==> src/rtl/xor_seal_pkg.sv <==
package xor_seal_pkg;

  typedef enum logic [1:0] {
    ST_EMPTY  = 2'd0,
    ST_READY  = 2'd1,
    ST_CIPHER = 2'd2,
    ST_PLAIN  = 2'd3
  } seal_state_e;

  typedef enum logic [2:0] {
    ACT_HOLD  = 3'd0,
    ACT_WIPE  = 3'd1,
    ACT_KEY   = 3'd2,
    ACT_SEAL  = 3'd3,
    ACT_OPEN  = 3'd4,
    ACT_SCRUB = 3'd5
  } seal_act_e;

  typedef struct packed {
    logic wipe;
    logic key;
    logic seal;
    logic open;
  } seal_cmd_t;

  // Priority: wipe > key > seal > open; scrub of plaintext when nothing acts.
  function automatic seal_act_e pick_action(seal_cmd_t c, seal_state_e s);
    if (c.wipe)                      return ACT_WIPE;
    if (c.key)                       return ACT_KEY;
    if (c.seal && s != ST_EMPTY)     return ACT_SEAL;
    if (c.open && s == ST_CIPHER)    return ACT_OPEN;
    if (s == ST_PLAIN)               return ACT_SCRUB;
    return ACT_HOLD;
  endfunction

  function automatic seal_state_e next_state(seal_act_e a, seal_state_e s);
    case (a)
      ACT_WIPE:  return ST_EMPTY;
      ACT_KEY:   return ST_READY;
      ACT_SEAL:  return ST_CIPHER;
      ACT_OPEN:  return ST_PLAIN;
      ACT_SCRUB: return ST_READY;
      default:   return s;
    endcase
  endfunction

endpackage

==> src/rtl/xor_seal_arbiter.sv <==
module xor_seal_arbiter
  import xor_seal_pkg::*;
(
  input  seal_cmd_t   cmd,
  input  seal_state_e cur,
  output seal_act_e   act,
  output seal_state_e nxt
);

  always_comb begin
    act = pick_action(cmd, cur);
    nxt = next_state(act, cur);
  end

endmodule

==> src/rtl/xor_seal_regs.sv <==
module xor_seal_regs
  import xor_seal_pkg::*;
#(
  parameter int W = 8
) (
  input  logic         clk,
  input  logic         rst,
  input  seal_act_e    act,
  input  logic [W-1:0] din,
  output logic [W-1:0] data_q
);

  localparam logic [W-1:0] ZERO = '0;

  logic [W-1:0] key_q;

  function automatic logic [W-1:0] mix(input logic [W-1:0] a, input logic [W-1:0] b);
    return a ^ b;
  endfunction

  always_ff @(posedge clk) begin
    if (rst) begin
      key_q  <= ZERO;
      data_q <= ZERO;
    end else begin
      case (act)
        ACT_WIPE: begin
          key_q  <= ZERO;
          data_q <= ZERO;
        end
        ACT_KEY: begin
          key_q  <= din;
          data_q <= ZERO;
        end
        ACT_SEAL:  data_q <= mix(din, key_q);
        ACT_OPEN:  data_q <= mix(data_q, key_q);
        ACT_SCRUB: data_q <= ZERO;
        default: ;
      endcase
    end
  end


  wipe_zero_chk: assert property (@(posedge clk) disable iff (rst)
    (act == ACT_WIPE) |=> (key_q == ZERO && data_q == ZERO));


  roundtrip_chk: assert property (@(posedge clk) disable iff (rst)
    (act == ACT_OPEN && $past(act) == ACT_SEAL) |=> (data_q == $past(din, 2)));

endmodule

==> src/rtl/xor_seal_fsm.sv <==
module xor_seal_fsm
  import xor_seal_pkg::*;
#(
  parameter int W = 8
) (
  input  logic         clk,
  input  logic         rst,
  input  logic         clr_cmd,
  input  logic         key_cmd,
  input  logic         enc_cmd,
  input  logic         dec_cmd,
  input  logic [W-1:0] din,
  output logic [W-1:0] dout,
  output logic         full,
  output logic         sealed,
  output logic [1:0]   state
);

  localparam logic [W-1:0] ZERO = '0;

  seal_cmd_t   cmd;
  seal_act_e   act;
  seal_state_e cur_q;
  seal_state_e nxt;

  assign cmd = '{wipe: clr_cmd, key: key_cmd, seal: enc_cmd, open: dec_cmd};

  xor_seal_arbiter i_arb (
    .cmd (cmd),
    .cur (cur_q),
    .act (act),
    .nxt (nxt)
  );

  xor_seal_regs #(.W(W)) i_regs (
    .clk    (clk),
    .rst    (rst),
    .act    (act),
    .din    (din),
    .data_q (dout)
  );

  always_ff @(posedge clk) begin
    if (rst) cur_q <= ST_EMPTY;
    else     cur_q <= nxt;
  end

  assign full   = (cur_q == ST_CIPHER) || (cur_q == ST_PLAIN);
  assign sealed = (cur_q == ST_CIPHER);
  assign state  = cur_q;


  plain_one_cycle_chk: assert property (@(posedge clk) disable iff (rst)
    (cur_q == ST_PLAIN) |=> (cur_q != ST_PLAIN));


  empty_ignore_chk: assert property (@(posedge clk) disable iff (rst)
    (cur_q == ST_EMPTY && !clr_cmd && !key_cmd) |=> (cur_q == ST_EMPTY && dout == ZERO));


  flag_order_chk: assert property (@(posedge clk) disable iff (rst)
    sealed |-> full);


  idle_dout_zero_chk: assert property (@(posedge clk) disable iff (rst)
    !full |-> (dout == ZERO));

endmodule

==> config.mk <==
export PLATFORM = sky130hd
export DESIGN_NAME = xor_seal_fsm
export DESIGN_NICKNAME = d
export VERILOG_FILES = /design/src/rtl/xor_seal_pkg.sv /design/src/rtl/xor_seal_arbiter.sv /design/src/rtl/xor_seal_regs.sv /design/src/rtl/xor_seal_fsm.sv
export SDC_FILE = /design/constraint.sdc
export NUM_CORES = 1
export LEC_CHECK = 0
export ABC_AREA = 1
export BUFFER_PORTS_ARGS = -buffer_cell sky130_fd_sc_hd__buf_2
export CORE_MARGIN = 4
export CORE_UTILIZATION = 45
export DETAILED_ROUTE_END_ITERATION = 8
export PLACE_DENSITY = 0.66
export SLEW_MARGIN = 10
export SYNTH_ARGS = -nofsm -noshare
export SYNTH_HDL_FRONTEND = slang
export SYNTH_SLANG_ARGS = --single-unit
==> constraint.sdc <==
create_clock -name clk -period 2.15 [get_ports clk]
set_input_delay 0.1075 -clock clk [delete_from_list [all_inputs] [get_ports clk]]
set_output_delay 0.1075 -clock clk [all_outputs]
set_load 0.005 [all_outputs]
==> results.py <==
metrics = {
    "run_status": {
        "status": "finished clean",
    },
    "clock_tree": {
        "clock-sinks": 18,
        "cts_tree": "done",
        "numCtsBuffers": 3,
        "cts_setup_buffers": 0,
        "clk_latency_ns": 0.29,
        "clk_path_buf_depth": 2,
        "cts.reportedPaths.clkPinSlew_ns": 0.11,
        "h-tree-depth": 1,
        "ctsHoldBuffers": 0,
        "ctsResizeCount": 0,
        "cts.root.buffer_cell": "clkbuf_4",
    },
    "cells_and_area": {
        "area_growth_pct": 14.5,
        "layout-drive-gt1-share_pct": 23.8,
        "fin_area_um2": 1310,
        "ff_latch_area_um2": 360,
        "nNetsFinal": 204,
        "n_antenna_cell": 0,
        "fillers": 233,
        "multiInputGateArea_um2": 648,
    },
    "route": {
        "totalWireLength_um": 2680,
        "vias": 1156,
        "first_iter_violations": 21,
        "vias_per_cell": 5.33,
        "dr.pass1.iters": 4,
        "ant_nets": 0,
        "drc": 0,
        "routedWlPerCell_um": 12.3,
    },
    "setup_path": {
        "end_kind": "flop",
        "crit_type": "reg2reg",
        "worst_ep_arrival_time_ns": 1.87,
        "r2r_end": "i_regs.data_q[2]",
        "cp_max_fo": 19,
        "cp.required_ns": 2.38,
        "critPathLaunch": "state[1]",
        "crit_end": "i_regs.data_q[2]",
        "r2r_slack_ns": 0.51,
        "cp-start-kind": "flop",
        "r2r_start": "state[1]",
        "rr_worst_depth": 7,
    },
    "synthesis": {
        "yosys_warnings": 0,
        "yosys_register_bits": 18,
        "syn_area_per_cell_um2": 6.92,
        "syn_inst": 165,
        "synth.cell_area_um2": 1140,
        "yosysTopAreaCell": "dfxtp_1",
        "synth_cell_type_count": 23,
        "synth_top_cell_area_share_pct": 31.6,
        "yosys-top-cells-area": "dfxtp_1 (32%), nand2_1 (14%), nand4_1 (8.8%)",
        "synth.yosys.seq_area_share_pct": 31.6,
        "syn_nets": 179,
    },
    "grt": {
        "grt_first_pass_wirelength_um": 4840,
        "grtUsageMet1_pct": 22.8,
        "grt_max_degree": 20,
        "grt_use_total_pct": 17.9,
        "grt_pass1_vias": 1150,
        "overflow": 0,
        "antenna_found_initial": 0,
        "grt.busiest_layer": "met2",
        "gr-usage-met3_pct": 2.63,
        "gr-usage-met2_pct": 29.3,
    },
    "floorplanning": {
        "dieArea_um2": 3410,
        "die_h_um": 58.4,
        "rows": 17,
        "ios": 26,
        "die-width_um": 58.4,
        "start_util_pct": 49.2,
        "coreArea_um2": 2320,
    },
    "sta": {
        "finalCriticalPeriod_ns": 1.64,
        "setup_ws_ns": 0.512,
        "setup_viol_count_final": 0,
        "setup_tns_ns": 0,
        "relSlewSlack_pct": 62.3,
        "worst-slew-pin-transition_ns": 0.562,
        "fin_crit_sh_pct": 76.2,
        "rsz0062_at_grt": "false",
        "skew_ns": 0.00345,
        "max_freq_ghz": 0.610,
        "hold_violations": 0,
        "slew_violations": 0,
    },
    "pwr": {
        "powerDensity_nw_per_um2": 505,
        "leakagePower_nw": 0.558,
        "ir_drop_mv": 0.396,
    },
    "placement": {
        "gp_congestion": 0.802,
        "dp_slack_ns": 0.506,
        "post_dp_cell_area_um2": 1270,
        "dp_hpwl_um": 1880,
        "io_buffers": 25,
    },
    "min_path": {
        "min_path_type": "in2reg",
    },
    "flow_run": {
        "cap_violations": 0,
    },
}
[cells in the final DEF (no fill, tap or decap), drive strengths merged]
cell / netlist / layout
nand2: 47 / 47
buf: 3 / 27
inv: 23 / 23
nand3: 19 / 19
dfxtp: 18 / 18
a21oi: 17 / 17
nand4: 16 / 16
nor2: 8 / 8
nand3b: 7 / 7
clkbuf: 4 / 4
nor4: 1 / 1
or2: 1 / 1
a31o: 1 / 1
[worst max-delay path, stage by stage (launching register included)]
cell and delay [ns]:
dfxtp_1 0.38, nand2_1 0.13, nand2_4 0.09, nor2_8 0.27
nand3_4 0.24, nand2_2 0.22, nand3_1 0.10, a21oi_1 0.13
[worst min path at each step]
stage,depth (start not counted),slack [ns],startpoint,end
final,3,0.07,din[6],i_regs.key_q[6]
after global routing,3,0.06,din[0],i_regs.key_q[0]
after CTS,3,0.06,din[6],i_regs.key_q[6]
after floorplan,2,0.25,din[0],i_regs.key_q[0]
after global placement,3,0.38,din[0],i_regs.key_q[0]
after detailed placement,3,0.39,din[6],i_regs.key_q[6]
[power by group]
part           internal [W]  leakage, nW  switching (W)  total, W
Combinational     0.0000375        0.391      0.0000638  0.000101
Sequential         0.000340        0.146     0.00000633  0.000347
Clock              0.000103       0.0210       0.000108  0.000211
[registers in the layout, indices dropped and copies added, names as in the netlist]
name	count
i_regs.data_q	8
i_regs.key_q	8
state	2
[layout make-up]
cell class	instances	area share [%]
clock buffers	4	2.78
inverters	23	6.61
multi-input cells	117	49.6
flip-flops and latches	18	27.6
well taps	28	2.68
repair buffers	27	10.7
[cell families (layout without fill, tap and decap cells)]
group / count (synthesis) / in the layout / synth area share (%)
DFF: 18 / 18 / 31.6
and+or+nand+nor: 99 / 99 / 48.6
AOI/OAI and AO/OA: 18 / 18 / 8.22
buffers and inverters: 30 / 54 / 11.6
[metrics by stage]
| step | cells | util (%) | hold slack, ns | power [W] |
|---|---|---|---|---|
| after floorplan | 165 | - | 0.252 | 0.000421 |
| after global placement | 213 | 54.8 | 0.382 | 0.000453 |
| after detailed placement | 213 | 54.8 | 0.386 | 0.000456 |
| after CTS | 217 | 56.3 | 0.0554 | 0.000671 |
| after global routing | 217 | 56.3 | 0.0629 | 0.000698 |
| final | 217 | 56.3 | 0.0693 | 0.000660 |
[metal layers]
metal  wire length [µm]  up-vias
met2               1330       35
met1               1160      522
met3                159        4
met4                 27        0
li1                   -      595
met5                  0        -
[synthesized netlist by cell type]
master    count
nand2_4       1
nand3_4       1
inv_2         3
nor4_4        1
dfxtp_1      18
nand2_2       2
inv_1        20
nor2_1        2
nand2_1      44
buf_2         1
clkbuf_1      3
a21oi_1      17
or2_1         1
nor2_2        3
a31o_1        1
nand3b_1      7
nand4_1      16
nand3_1      18
clkbuf_4      1
buf_4         1
buf_8         1
nor2_8        2
nor2_4        1
Note: power is estimated with default switching activity, not from simulation.
